$ cat src/rtl/dreq_pkg.sv
package dreq_pkg;
   // command field widths
   localparam int ID_W = 2;
   localparam int MD_W = 2;
   localparam int SZ_W = 3;

   typedef enum logic [1:0] {
      HS_IDLE = 2'd0,
      HS_WAIT = 2'd1,
      HS_HOLD = 2'd2
   } hs_state_e;

   typedef enum logic [1:0] {
      CK_REQ    = 2'd0,
      CK_SETUP  = 2'd1,
      CK_REJECT = 2'd2
   } cmd_kind_e;
endpackage

$ cat src/rtl/dreq_hs_fsm.sv
module dreq_hs_fsm
   import dreq_pkg::*;
#(
   parameter int GRANT_LAT = 2
) (
   input  logic clk,
   input  logic rst_n,
   input  logic bus_req,
   input  logic strobe,
   input  logic shortcut_ok,
   output logic bus_avail,
   output logic cmd_sample,
   output logic shortcut_fire,
   output logic bare_fire
);
   localparam int CNT_W = (GRANT_LAT > 1) ? $clog2(GRANT_LAT) : 1;
   localparam logic [CNT_W-1:0] CNT_LAST = CNT_W'(GRANT_LAT - 1);

   generate
      if (GRANT_LAT < 1) begin : g_bad_lat
         $error("GRANT_LAT must be at least 1");
      end
   endgenerate

   hs_state_e        state_q;
   logic [CNT_W-1:0] cnt_q;
   logic             idle;
   logic             win;

   assign idle          = (state_q == HS_IDLE);
   assign win           = (state_q == HS_WAIT) && (cnt_q == CNT_LAST);
   assign cmd_sample    = win && strobe;
   assign shortcut_fire = idle && bus_req && strobe && shortcut_ok;
   assign bare_fire     = idle && strobe && !bus_req;
   assign bus_avail     = !idle;

   always_ff @(posedge clk) begin
      if (!rst_n) begin
         state_q <= HS_IDLE;
         cnt_q   <= '0;
      end else begin
         case (state_q)
            HS_IDLE: begin
               if (bus_req && !shortcut_fire) begin
                  state_q <= HS_WAIT;
                  cnt_q   <= '0;
               end
            end
            HS_WAIT: begin
               if (win) begin
                  state_q <= HS_HOLD;
               end else begin
                  cnt_q <= cnt_q + 1'b1;
               end
            end
            HS_HOLD: state_q <= HS_IDLE;
            default: state_q <= HS_IDLE;
         endcase
      end
   end

   AST_GRANT_FOLLOWS_REQ: assert property (@(posedge clk) disable iff (!rst_n)
      (idle && bus_req && !shortcut_fire) |=> bus_avail);
   AST_SAMPLE_IN_GRANT: assert property (@(posedge clk) disable iff (!rst_n)
      cmd_sample |-> bus_avail);
   AST_RELEASE_AFTER_SAMPLE: assert property (@(posedge clk) disable iff (!rst_n)
      win |=> (bus_avail ##1 !bus_avail));
   AST_SHORTCUT_NO_GRANT: assert property (@(posedge clk) disable iff (!rst_n)
      shortcut_fire |=> !bus_avail);
endmodule

$ cat src/rtl/dreq_cmd_decode.sv
module dreq_cmd_decode
   import dreq_pkg::*;
#(
   parameter int SETUP_CH = 0
) (
   input  logic [ID_W-1:0] id_i,
   input  logic [MD_W-1:0] md_i,
   input  logic [SZ_W-1:0] sz_i,
   output cmd_kind_e       kind_o
);
   localparam logic [SZ_W-1:0] SZ_BAD_A = SZ_W'(5);
   localparam logic [SZ_W-1:0] SZ_BAD_B = SZ_W'(6);

   logic plain;

   assign plain = (md_i == '0) && (sz_i != SZ_BAD_A) && (sz_i != SZ_BAD_B);

   always_comb begin
      if (plain) begin
         kind_o = CK_REQ;
      end else if (id_i == ID_W'(SETUP_CH)) begin
         kind_o = CK_SETUP;
      end else begin
         kind_o = CK_REJECT;
      end
   end
endmodule

$ cat src/rtl/dreq_last_chan.sv
module dreq_last_chan
   import dreq_pkg::*;
(
   input  logic            clk,
   input  logic            rst_n,
   input  logic            wr_en,
   input  logic [ID_W-1:0] wr_ch,
   output logic [ID_W-1:0] last_ch,
   output logic            last_vld
);
   always_ff @(posedge clk) begin
      if (!rst_n) begin
         last_ch  <= '0;
         last_vld <= 1'b0;
      end else if (wr_en) begin
         last_ch  <= wr_ch;
         last_vld <= 1'b1;
      end
   end

   AST_STORE_TRACKS_WRITE: assert property (@(posedge clk) disable iff (!rst_n)
      wr_en |=> (last_vld && last_ch == $past(wr_ch)));
endmodule

$ cat src/rtl/dreq_handshake.sv
module dreq_handshake
   import dreq_pkg::*;
#(
   parameter int DATA_W    = 32,
   parameter int NUM_CH    = 4,
   parameter int GRANT_LAT = 2,
   parameter int ID_LSB    = 0,
   parameter int MD_LSB    = 2,
   parameter int SZ_LSB    = 4,
   parameter int SETUP_CH  = 0,
   parameter int SHORT_CH  = 2
) (
   input  logic              clk,
   input  logic              rst_n,
   input  logic              bus_req_i,
   input  logic              xfer_strobe_i,
   input  logic [DATA_W-1:0] cmd_bus_i,
   input  logic              short_armed_i,
   output logic              bus_avail_o,
   output logic [NUM_CH-1:0] chan_req_o,
   output logic              setup_load_o,
   output logic [DATA_W-1:0] setup_word_o,
   output logic              err_o
);
   generate
      if (NUM_CH != (1 << ID_W)) begin : g_bad_ch
         $error("NUM_CH must match the channel id field");
      end
      if (SZ_LSB + SZ_W > DATA_W || MD_LSB + MD_W > DATA_W || ID_LSB + ID_W > DATA_W) begin : g_bad_field
         $error("command fields exceed the data bus");
      end
      if (SHORT_CH >= NUM_CH || SETUP_CH >= NUM_CH) begin : g_bad_sel
         $error("channel selection out of range");
      end
   endgenerate

   logic            cmd_sample;
   logic            shortcut_fire;
   logic            bare_fire;
   cmd_kind_e       dec_kind;
   logic [ID_W-1:0] dec_id;
   logic [ID_W-1:0] last_ch;
   logic            last_vld;
   logic            fire;
   logic [ID_W-1:0] fire_ch;
   logic            setup_hit;
   logic            err_hit;

   assign dec_id = cmd_bus_i[ID_LSB +: ID_W];

   dreq_hs_fsm #(.GRANT_LAT(GRANT_LAT)) u_fsm (
      .clk          (clk),
      .rst_n        (rst_n),
      .bus_req      (bus_req_i),
      .strobe       (xfer_strobe_i),
      .shortcut_ok  (short_armed_i),
      .bus_avail    (bus_avail_o),
      .cmd_sample   (cmd_sample),
      .shortcut_fire(shortcut_fire),
      .bare_fire    (bare_fire)
   );

   dreq_cmd_decode #(.SETUP_CH(SETUP_CH)) u_dec (
      .id_i  (dec_id),
      .md_i  (cmd_bus_i[MD_LSB +: MD_W]),
      .sz_i  (cmd_bus_i[SZ_LSB +: SZ_W]),
      .kind_o(dec_kind)
   );

   // request source: shortcut, decoded command, or replay (exclusive by state)
   always_comb begin
      fire    = 1'b0;
      fire_ch = '0;
      if (shortcut_fire) begin
         fire    = 1'b1;
         fire_ch = ID_W'(SHORT_CH);
      end else if (cmd_sample && dec_kind == CK_REQ) begin
         fire    = 1'b1;
         fire_ch = dec_id;
      end else if (bare_fire && last_vld) begin
         fire    = 1'b1;
         fire_ch = last_ch;
      end
   end

   assign setup_hit = cmd_sample && (dec_kind == CK_SETUP);
   assign err_hit   = (cmd_sample && dec_kind == CK_REJECT) || (bare_fire && !last_vld);

   dreq_last_chan u_last (
      .clk     (clk),
      .rst_n   (rst_n),
      .wr_en   (fire),
      .wr_ch   (fire_ch),
      .last_ch (last_ch),
      .last_vld(last_vld)
   );

   generate
      for (genvar g = 0; g < NUM_CH; g++) begin : g_req
         always_ff @(posedge clk) begin
            if (!rst_n) begin
               chan_req_o[g] <= 1'b0;
            end else begin
               chan_req_o[g] <= fire && (fire_ch == ID_W'(g));
            end
         end
      end
   endgenerate

   always_ff @(posedge clk) begin
      if (!rst_n) begin
         setup_load_o <= 1'b0;
         setup_word_o <= '0;
         err_o        <= 1'b0;
      end else begin
         setup_load_o <= setup_hit;
         err_o        <= err_hit;
         if (setup_hit) begin
            setup_word_o <= cmd_bus_i;
         end
      end
   end

   AST_ONE_REQ: assert property (@(posedge clk) disable iff (!rst_n)
      $onehot0(chan_req_o));
   AST_LOAD_NOT_REQ: assert property (@(posedge clk) disable iff (!rst_n)
      setup_load_o |-> (chan_req_o == '0));
   AST_EMPTY_REPLAY_ERR: assert property (@(posedge clk) disable iff (!rst_n)
      (bare_fire && !last_vld) |=> (err_o && chan_req_o == '0));
   AST_SHORTCUT_REQ: assert property (@(posedge clk) disable iff (!rst_n)
      shortcut_fire |=> chan_req_o[SHORT_CH]);
   AST_LOAD_WORD: assert property (@(posedge clk) disable iff (!rst_n)
      setup_hit |=> (setup_load_o && setup_word_o == $past(cmd_bus_i)));
endmodule

$ cat config.mk
export PLATFORM = sky130hd
export DESIGN_NAME = dreq_handshake
export DESIGN_NICKNAME = d
export VERILOG_FILES = /design/src/rtl/dreq_pkg.sv /design/src/rtl/dreq_hs_fsm.sv /design/src/rtl/dreq_cmd_decode.sv /design/src/rtl/dreq_last_chan.sv /design/src/rtl/dreq_handshake.sv
export SDC_FILE = /design/constraint.sdc
export NUM_CORES = 1
export LEC_CHECK = 0
export ABC_AREA = 1
export CELL_PAD_IN_SITES_DETAIL_PLACEMENT = 0
export CELL_PAD_IN_SITES_GLOBAL_PLACEMENT = 1
export CORE_ASPECT_RATIO = 0.5
export CORE_MARGIN = 2
export CORE_UTILIZATION = 27
export DETAILED_ROUTE_END_ITERATION = 12
export GPL_TIMING_DRIVEN = 0
export PLACE_DENSITY = 0.75
export RECOVER_POWER = 100
export SYNTH_ARGS = -nofsm -noshare
export SYNTH_HDL_FRONTEND = slang
export SYNTH_SLANG_ARGS = --single-unit
$ cat constraint.sdc
create_clock -name clk -period 1.14 [get_ports clk]
set_input_delay 0.171 -clock clk [delete_from_list [all_inputs] [get_ports clk]]
set_output_delay 0.171 -clock clk [all_outputs]
set_load 0.01 [all_outputs]
==> flow_metrics.py <==
metrics = {
    "cells_and_area": {
        "drive_above_1_share_pct": 36.3,
        "antenna_cells": 0,
        "final_common_cell": "dfxtp_1",
        "stdcell_area_um2": 3220,
        "final_cells": 413,
        "final_cell_mix": "dfxtp_1 (40), dlygate4sd2_1 (38), nand4_1 (33)",
        "syn_to_final_growth_pct": 80.1,
        "nets": 361,
    },
    "floorplan": {
        "ios": 76,
        "dieArea_um2": 7330,
        "rows": 20,
        "die_width_um": 119,
        "coreArea_um2": 6230,
        "die_h_um": 61.6,
        "initial_utilization_pct": 28.7,
    },
    "critical_path": {
        "cp_cell_sequence": "inv_4 -> nand3_4 -> nor2_8 -> nand3_4 -> buf_6 -> nand2_4 -> a21oi_2",
        "crit_required_ns": 1.28,
        "critPathMostFrequentCell": "nand3_4",
        "slowest_stage": "dfxtp_2",
        "critPathCaptureType": "flop",
        "critPathKind": "reg -> reg",
        "arrival_ns": 1.47,
        "max_stage_delay_ns": 0.34,
        "crit_family": "simple AND/OR/NAND/NOR gates",
        "start_kind": "flop",
        "regToRegSetupSlack_ns": -0.18,
        "path_buf_inv": 2,
        "critPathMaxFanout": 7,
    },
    "clock_tree": {
        "insertion_delay_ns": 0.28,
        "cts_hold_buf": 0,
        "cts_sinks": 44,
        "root_buffer": "clkbuf_16",
        "clkTransAtPathRegs_ns": 0.06,
        "cts_buffers": 5,
        "clk_path_buf_depth": 2,
        "htreeDepth": 2,
        "cts_tree": "yes",
    },
    "drt": {
        "drc_errors": 0,
        "vias": 1954,
        "first_pass_iters": 4,
        "wl_per_cell_um": 13.6,
        "routed_wl_mm": 5.62,
        "drtIter0Drc": 100,
        "postRouteAntennaNets": 0,
        "routed_via_density": 4.73,
    },
    "placement": {
        "gp_congestion": 0.756,
        "place_hpwl_mm": 3.69,
        "port-buffer-count": 75,
        "placed_cell_area_um2": 2670,
        "place_inst": 384,
    },
    "yosys": {
        "syn_avg_cell_area_um2": 8.10,
        "synth_xor_area_share_pct": 0,
        "synth_mux_area_share_pct": 0,
        "synth_area_um2": 1790,
        "synth-seq-cells": 44,
        "synth_cell_types": 21,
        "syn_inst": 221,
        "synth_top_family_by_area": "simple AND/OR/NAND/NOR gates",
        "synth-compound-area-share_pct": 9.79,
        "synth_adder_area_share_pct": 0,
        "yosys.area_share.simple_pct": 32.4,
        "yosysSeqAreaShare_pct": 49.2,
        "yosysWarnings": 0,
        "syn_nets": 258,
    },
    "pwr": {
        "combPwrFrac_pct": 12.3,
        "p_per_area_nw_per_um2": 1060,
        "peakVddDrop_v": 0.000644,
        "pwr-share-clk_pct": 41.7,
        "p_int_w": 0.00263,
        "p_total_w": 0.00343,
        "sw_frac_of_total_pct": 23.2,
        "power_switching_w": 0.000794,
        "p_leak_nw": 1.34,
        "seqPwrFrac_pct": 46.0,
    },
    "sta": {
        "period_needed_ns": 1.32,
        "hold_violations": 0,
        "rsz0062_at_grt": "yes",
        "timing.final.crit_share_pct": 116,
        "drv_slew": 0,
        "relSlewSlack_pct": 59.2,
        "setup-violations-final": 43,
        "tightest_slew_ns": 0.612,
        "clock.fmax_mhz": 755,
        "skew_ns": 0.00405,
        "setup_ws_ns": -0.185,
    },
    "run_status": {
        "status": "finished, violations left",
        "violations": "negative setup slack",
    },
    "grt": {
        "track_usage_pct": 14.9,
        "grt_pass1_wl_mm": 8.62,
        "grt_pass1_vias": 1854,
        "grt_max_degree": 14,
        "gr-total-overflow": 0,
        "antenna_found_initial": 0,
        "use_met2_pct": 27.8,
        "grt_use_met3_pct": 3.70,
        "grt_use_met1_pct": 17.8,
        "busiest_layer": "met2",
    },
    "run": {
        "cap_violations": 0,
    },
    "min_path": {
        "hold_class": "in -> reg",
    },
}
[cells in the mapped netlist]
cell	n	area, µm²
o21ai_0	1	5.00
inv_2	2	7.51
nand2_2	1	6.26
nor2_1	14	52.6
nand3_1	11	55.1
nand3b_1	2	15.0
nand4_1	33	206
a21oi_1	34	170
nor2_8	1	20.0
nand2_1	44	165
dfxtp_1	44	881
inv_1	12	45.0
nor2_2	1	6.26
buf_2	6	30.0
buf_4	3	22.5
clkbuf_1	3	11.3
clkinv_1	1	3.75
buf_6	3	33.8
nor3_1	1	5.00
nand3_2	3	30.0
nand3_4	1	17.5
[worst min-delay path: stages]
cell and delay, ns:
dlymetal6s2s_1 0.19, a21oi_2 0.15, nor3_1 0.04
[final cells by class]
| cell class | count | area [µm²] |
|---|---|---|
| Tap cell | 88 | 110 |
| Inverter | 15 | 66.3 |
| Multi-Input combinational cell | 148 | 1020 |
| Buffer | 15 | 111 |
| Fill cell | 599 | 3010 |
| Clock buffer | 6 | 139 |
| Timing Repair Buffer | 95 | 876 |
| Clock inverter | 2 | 10.0 |
| Sequential cell | 44 | 888 |
[power by group through the flow]
stage | logic (W) | registers [W] | clock network [W]
floorplan | 0.000146 | 0.00161 | 0
global placement | 0.000347 | 0.00161 | 0
detailed placement | 0.000348 | 0.00161 | 0
CTS | 0.000389 | 0.00157 | 0.00146
global route | 0.000454 | 0.00158 | 0.00153
finish | 0.000421 | 0.00158 | 0.00143
[flip-flops by register name (all words and copies together), names as in the netlist]
name             count
chan_req_o           4
u_fsm.state_q        2
setup_load_o         1
u_last.last_vld      1
u_fsm.cnt_q          1
setup_word_o        32
u_last.last_ch       2
err_o                1
[what timing repair did]
item / CTS / global route
gates resized for setup: 95 / 55
setup buffers: 11 / 6
pin swaps: 7 / 5
setup endpoints to repair: 83 / 44
cloned: 5 / 0
[per-stage QoR]
stage / hold WS, ns / setup TNS (ns) / utilization [%] / setup WS (ns)
2_1_floorplan: 0.297 / -0.0103 / - / -0.000429
3_3_place_gp: 0.445 / -22.03 / 42.8 / -0.544
3_5_place_dp: 0.449 / -22.20 / 42.8 / -0.565
4_1_cts: 0.333 / -4.95 / 48.6 / -0.160
5_1_grt: 0.324 / -9.73 / 51.7 / -0.267
6_report: 0.307 / -6.31 / 51.7 / -0.185
[path summary, 6_finish.rpt]
check,from,to,cells after the start
worst max-delay path,u_fsm.state_q[1]$_SDFFE_PN0P_,setup_word_o[2]$_SDFFE_PN0P_,7
worst min register to register,setup_word_o[1]$_SDFFE_PN0P_,setup_word_o[1]$_SDFFE_PN0P_,2
worst max register to register,u_fsm.state_q[1]$_SDFFE_PN0P_,setup_word_o[2]$_SDFFE_PN0P_,7
worst min-delay path,bus_req_i,u_fsm.state_q[0]$_SDFFE_PN0P_,3
[routing by layer]
layer,share of wire (%),wire length (µm)
met5,0,0
met4,0.55,31
met3,3.8,216
met2,52,2920
met1,44,2440
[kinds of logic (layout without fill, tap and decap cells)]
group           Yosys count  in the layout
buf+inv                  30            133
flops                    44             44
compound gates           35             35
simple gates            112            113
Note: power is estimated with default switching activity, not from simulation.
